`config.mk`:
```
export PLATFORM = sky130hd
export DESIGN_NAME = vec_imm_logic
export DESIGN_NICKNAME = d
export VERILOG_FILES = /design/src/rtl/vec_imm_logic.sv
export SDC_FILE = /design/constraint.sdc
export NUM_CORES = 1
export LEC_CHECK = 0
export ABC_AREA = 1
export ABC_CLOCK_PERIOD_IN_PS = 3150
export BUFFER_PORTS_ARGS = -buffer_cell sky130_fd_sc_hd__buf_2
export CORE_ASPECT_RATIO = 1.75
export CORE_MARGIN = 2
export CORE_UTILIZATION = 41
export CTS_CLUSTER_DIAMETER = 150
export DETAILED_ROUTE_END_ITERATION = 6
export SYNTH_ARGS = -nofsm -noshare
export SYNTH_HDL_FRONTEND = slang
export SYNTH_SLANG_ARGS = --single-unit
```
`constraint.sdc`:
```
create_clock -name clk -period 3.15 [get_ports clk]
set_input_delay 0.1575 -clock clk [delete_from_list [all_inputs] [get_ports clk]]
set_output_delay 0.1575 -clock clk [all_outputs]
set_load 0.03 [all_outputs]
```
`src/rtl/vec_imm_logic.sv`:
```
module vec_imm_logic #(
  parameter int LANES  = 16,
  parameter int LANE_W = 8,
  parameter int REGS   = 32
) (
  input  logic                      clk,
  input  logic                      rst,
  input  logic                      in_valid,
  input  logic [2:0]                op_sel,
  input  logic [LANE_W-1:0]         imm,
  input  logic [LANES*LANE_W-1:0]   src_vec,
  input  logic [LANES*LANE_W-1:0]   dst_old,
  input  logic [$clog2(REGS)-1:0]   dst_idx,
  input  logic                      track_en,
  output logic [LANES*LANE_W-1:0]   res_vec,
  output logic                      res_wr,
  output logic                      rsvd_exc,
  output logic [REGS-1:0]           mod_mask
);
  localparam int VW = LANES * LANE_W;

  logic [VW-1:0] imm_rep;
  logic [VW-1:0] nxt;
  logic          legal;

  assign imm_rep = {LANES{imm}};

  always_comb begin
    legal = 1'b1;
    case (op_sel)
      3'd0: nxt = src_vec & imm_rep;
      3'd1: nxt = src_vec | imm_rep;
      3'd2: nxt = ~(src_vec | imm_rep);
      3'd3: nxt = src_vec ^ imm_rep;
      3'd4: nxt = (src_vec & imm_rep) | (dst_old & ~imm_rep);
      3'd5: nxt = (dst_old & imm_rep) | (src_vec & ~imm_rep);
      3'd6: nxt = (imm_rep & dst_old) | (src_vec & ~dst_old);
      default: begin
        nxt   = '0;
        legal = 1'b0;
      end
    endcase
  end

  always_ff @(posedge clk) begin
    if (rst) begin
      res_vec  <= '0;
      res_wr   <= 1'b0;
      rsvd_exc <= 1'b0;
      mod_mask <= '0;
    end else begin
      res_wr   <= in_valid && legal;
      rsvd_exc <= in_valid && !legal;
      if (in_valid && legal) begin
        res_vec <= nxt;
        if (track_en) mod_mask[dst_idx] <= 1'b1;
      end
    end
  end

  AST_WR_AFTER_VALID: assert property (@(posedge clk) disable iff (rst)
    (in_valid && op_sel != 3'd7) |=> (res_wr && !rsvd_exc));
  AST_RSVD_NO_WRITE: assert property (@(posedge clk) disable iff (rst)
    (in_valid && op_sel == 3'd7) |=> (rsvd_exc && !res_wr && $stable(mod_mask) && $stable(res_vec)));
  AST_IDLE_HOLDS: assert property (@(posedge clk) disable iff (rst)
    !in_valid |=> (!res_wr && !rsvd_exc && $stable(res_vec)));
  AST_MASK_BIT_SET: assert property (@(posedge clk) disable iff (rst)
    (in_valid && track_en && op_sel != 3'd7) |=> mod_mask[$past(dst_idx)]);
  AST_MASK_STICKY: assert property (@(posedge clk) disable iff (rst)
    1'b1 |=> (($past(mod_mask) & ~mod_mask) == '0));
  AST_MASK_UNTRACKED: assert property (@(posedge clk) disable iff (rst)
    !(in_valid && track_en) |=> $stable(mod_mask));
endmodule

```
== Word-level counts from Yosys, hierarchy flattened ==
Cells that the tools add are included.
Word-level totals
  register bits after elaboration: 162
  latch bits: 0
  RAM bits: 0
  memory bits (read-only): 0
  memories kept: 0
Operators by class
  $add $sub $neg: 0
  $mul: 0
  div/mod/pow operators: 0
  order comparisons: 2
  eq/ne operators: 6
  shift operators: 0
  multiplexer cells: 4
  bitwise operators: 14
  reduce and logical (&&, ||, !) cells: 7
Operator list (number)
  $pmux 128 s7: 1
  $and 128x128->128: 5
  $or 128x128->128: 4
  $not 128->128: 3
  $xor 128x128->128: 1
  $or 32x32->32: 1
  $eq 3x3->1 const B: 3
  $reduce_or 7->1: 1
  $eq 3x2->1 const B: 2
  $lt 5x6->1 const B: 1
  $demux 1 s5: 1
  $ge 5x1->1 const B: 1
  $eq 3x1->1 const B: 1
  $logic_and 1x1->1: 3
  $logic_not 3->1: 1
  $mux 1: 2
  $reduce_and 2->1: 1
  $logic_not 1->1: 1

== Longest topological paths before layout ==
  depth after elaboration: 5
  mapped depth: 12

== Worst setup path before layout ==
No wires, ideal clock.
  path type: input port to flip-flop
  start point: input port imm[2]
  end point: register res_vec[34]
  setup time: 122 ps
  data arrival time: 1745 ps
  setup slack: 1283 ps
  stages: 8
  cells stage by stage: buf_2 > inv_1 > clkbuf_1 > ha_1 > nand4_1 > nand2_1 > nor3_1 > a21oi_1
Between the ends
  word-level cells in the longest chain between the ends: 4
RTL lines
  start: declaration: line 10  | input logic [LANE_W-1:0] imm,
  $not 128->128: line 35, 36
  $and 128x128->128 (on tied branches): line 36, 35
  $or 128x128->128 (on tied branches): line 36, 35
  $pmux 128 s7 *: line 30  | case (op_sel)
  end signal: assignment: line 55  | res_vec <= nxt;
  end: declaration: line 15  | output logic [LANES*LANE_W-1:0] res_vec,
Every way passes the cells marked *; elsewhere a longest branch is shown, timed or not.
A chain may end at the register's enable or synchronous reset.

== Worst setup path in the final report ==
  start point: input port in_valid
  end point: register res_vec[20]
Between the ends
  word-level cells in the longest chain between the ends: 1
RTL lines
  start: declaration: line 8  | input logic in_valid,
  $logic_and 1x1->1: line 54  | if (in_valid && legal) begin
Every way passes these cells.

==> qor.yml <==
power:
  combinationalPowerShare_pct: 37.5
  power_frac_seq_pct: 31.0
  leakage_nw: 12.0
  clockPowerShare_pct: 31.5
  power_switching_share_pct: 42.8
  p_int_mw: 4.21
  switchingPower_mw: 3.16
  power.total_mw: 7.37
  vdd_ir_drop_max_v: 0.000308
  power-per-cell-area_nw_per_um2: 324
die:
  pin_count: 438
  core_area_sq_um: 47500
  start_util_pct: 41.4
  std_cell_rows: 106
  die_height_microns: 293
  die_w_microns: 169
  die-area_sq_um: 49700
global_routing:
  grt_pass1_wl_mm: 132
  grt_pass1_vias: 22900
  antenna_found_initial: 21
  track_usage_pct: 34.0
  grt-ovfl-total: 0
  grt_start_max_net_pins: 191
drt:
  drc: 0
  dr.pass1.iters: 6
  drt_wl_total_mm: 86.3
  ant_nets: 0
  via_per_inst: 5.76
  drtIter0Drc: 2120
  routedWlPerCell_microns: 20.3
  vias: 24500
yosys:
  synth_area_sq_um: 19600
  synth.net_count: 3918
  ys_seq_area_share_pct: 16.5
  syn_area_per_cell_sq_um: 5.80
  ys.flop_type: "dfxtp_1"
  synth-seq-cells: 162
  ys_types: 22
  synth_edf_count: 0
  synthCells: 3386
  synthArstFlopShare_pct: 0
  yosys_warnings: 0
cells_and_area:
  postLayoutCellArea_sq_um: 22700
  fin_util_pct: 47.9
  stdcell_count: 4248
  nNetsFinal: 4162
  n_fill_cell: 5221
  area_growth_pct: 15.8
  drive_above_1_share_pct: 15.3
sta:
  setup_viol: 0
  slew_viol_final: 0
  fin_hold_ws_ns: 0.0249
  final-hold-violation-count: 0
  tns_ns: 0
  period_needed_ns: 1.83
  fin_ws_ns: 1.32
  worst_slew_pin_slew_ns: 1.16
  fmax_mhz: 546
  finalCritPeriodShare_pct: 58.2
  skew_ns: 0
  rsz0062_at_grt: "no"
  slew_headroom_pct: 22.9
critical_path:
  path_max_fanout: 90
  critPathRequiredTime_ns: 3.51
  r2r_cells: 2
  crit_start: "in_valid"
  r2r_slack_ns: 2.40
  r2r-end: "res_vec[122]"
  end_kind: "flip-flop"
  criticalPathCategory: "in -> reg"
  startpoint_type: "input port"
  crit_end: "res_vec[20]"
  r2r_start: "res_vec[122]"
  crit_arrival_ns: 2.19
clock_tree:
  htree_num_levels: 4
  cts_tree: "yes"
  cts.repair.resized: 0
  clk_path_buf_depth: 2
  cts-root-buf: "clkbuf_16"
  clk_pin_slew_ns: 0.07
  cts_num_sinks: 162
  clk_latency_ns: 0.47
  cts_made_buffers: 17
hold_path:
  hp-class: "in -> reg"
place:
  dpl_worst_slack_ns: 1.01
  dp_hpwl_mm: 55.0
  globalplace.congestion: 0.855
  port_buffers: 437
  placed_area_sq_um: 22100
  dp_cells: 4204
outcome:
  status: "completed"
job:
  maxCapViolCount: 0
## cell families (layout without fill, tap and decap cells)
| family | Yosys count | in the layout | synth area share, % |
|---|---|---|---|
| compound gates | 345 | 345 | 8.84 |
| fa+ha+maj | 256 | 256 | 16.3 |
| buf+inv | 487 | 744 | 10.1 |
| flops | 162 | 162 | 16.5 |
| other cells | 0 | 11 | 0 |
| simple gates | 2136 | 2136 | 48.2 |
## per-layer routing
| metal | GRT usage, % | share of wire [%] |
|---|---|---|
| met1 | 39.9 | 39 |
| met2 | 58.1 | 48 |
| met3 | 4.82 | 7.1 |
| met4 | 20.6 | 6.0 |
| met5 | 0 | 0.12 |
## registers in the layout (all words and copies together), names as in the netlist
signal	count
res_wr	1
mod_mask	32
rsvd_exc	1
res_vec	128
## layout by cell type, fill, tap and decap left out, types with 162 or more instances in the layout
cell type,synthesis,routed
nand2_1,1123,1122
buf_2,98,434
nor2_1,284,282
inv_1,207,199
o21ai_0,173,173
dfxtp_1,162,162
nand4_1,316,316
a21oi_1,165,165
nand3_1,312,312
ha_1,256,256
## cell usage after synthesis (46+ instances only)
cell type	n	area share [%]
buf_2	98	2.5
nand4_1	316	10
o21ai_0	173	4.4
nand3_1	312	8.0
nand3b_1	46	1.8
dfxtp_1	162	17
nor2_1	284	5.4
ha_1	256	16
a21oi_1	165	4.2
nor3_1	46	1.2
clkbuf_1	138	2.6
inv_1	207	4.0
nand2_1	1123	21
## power groups by stage
stage | logic (mW) | clock network, mW | registers [mW]
after floorplan | 1.41 | 0 | 2.58
after global placement | 2.72 | 0 | 2.33
after detailed placement | 2.73 | 0 | 2.33
after CTS | 2.75 | 2.36 | 2.28
after global routing | 3.04 | 2.42 | 2.29
final | 2.76 | 2.32 | 2.28
## final cells by class
class | instances | area (sq um) | area share, %
Clock inverter | 15 | 171 | 0.754
Timing Repair Buffer | 500 | 2870 | 12.6
Inverter | 212 | 820 | 3.61
Sequential cell | 162 | 3240 | 14.3
Clock buffer | 17 | 425 | 1.87
Multi-Input combinational cell | 2737 | 14400 | 63.5
Tap cell | 594 | 743 | 3.27
Antenna cell | 11 | 27.5 | 0.121
## what timing repair did
item | in CTS | in global routing
endpoints found under the setup margin | 0 | 0
endpoints found under the hold margin | 1 | 0
hold buffers | 1 | 0
setup buffers | 0 | 0
## worst min path at each step
stage	startpoint	endpoint	slack [ns]	depth (start not counted)
finish	op_sel[0]	rsvd_exc	0.02	3
global route	op_sel[0]	rsvd_exc	0.03	3
CTS	op_sel[0]	rsvd_exc	0.001	3
detailed placement	in_valid	rsvd_exc	0.45	3
global placement	mod_mask[14]	mod_mask[14]	0.44	2
floorplan	in_valid	rsvd_exc	0.29	2
## worst max-delay path, stage by stage
cell and delay, ns:
dlygate4sd3_1 0.53, buf_2 0.17, nand2_2 0.11, inv_6 0.32, buf_12 0.40, nand2_1 0.10, nor3_1 0.24, a21oi_1 0.09
Power figures use the tool's default switching activity.
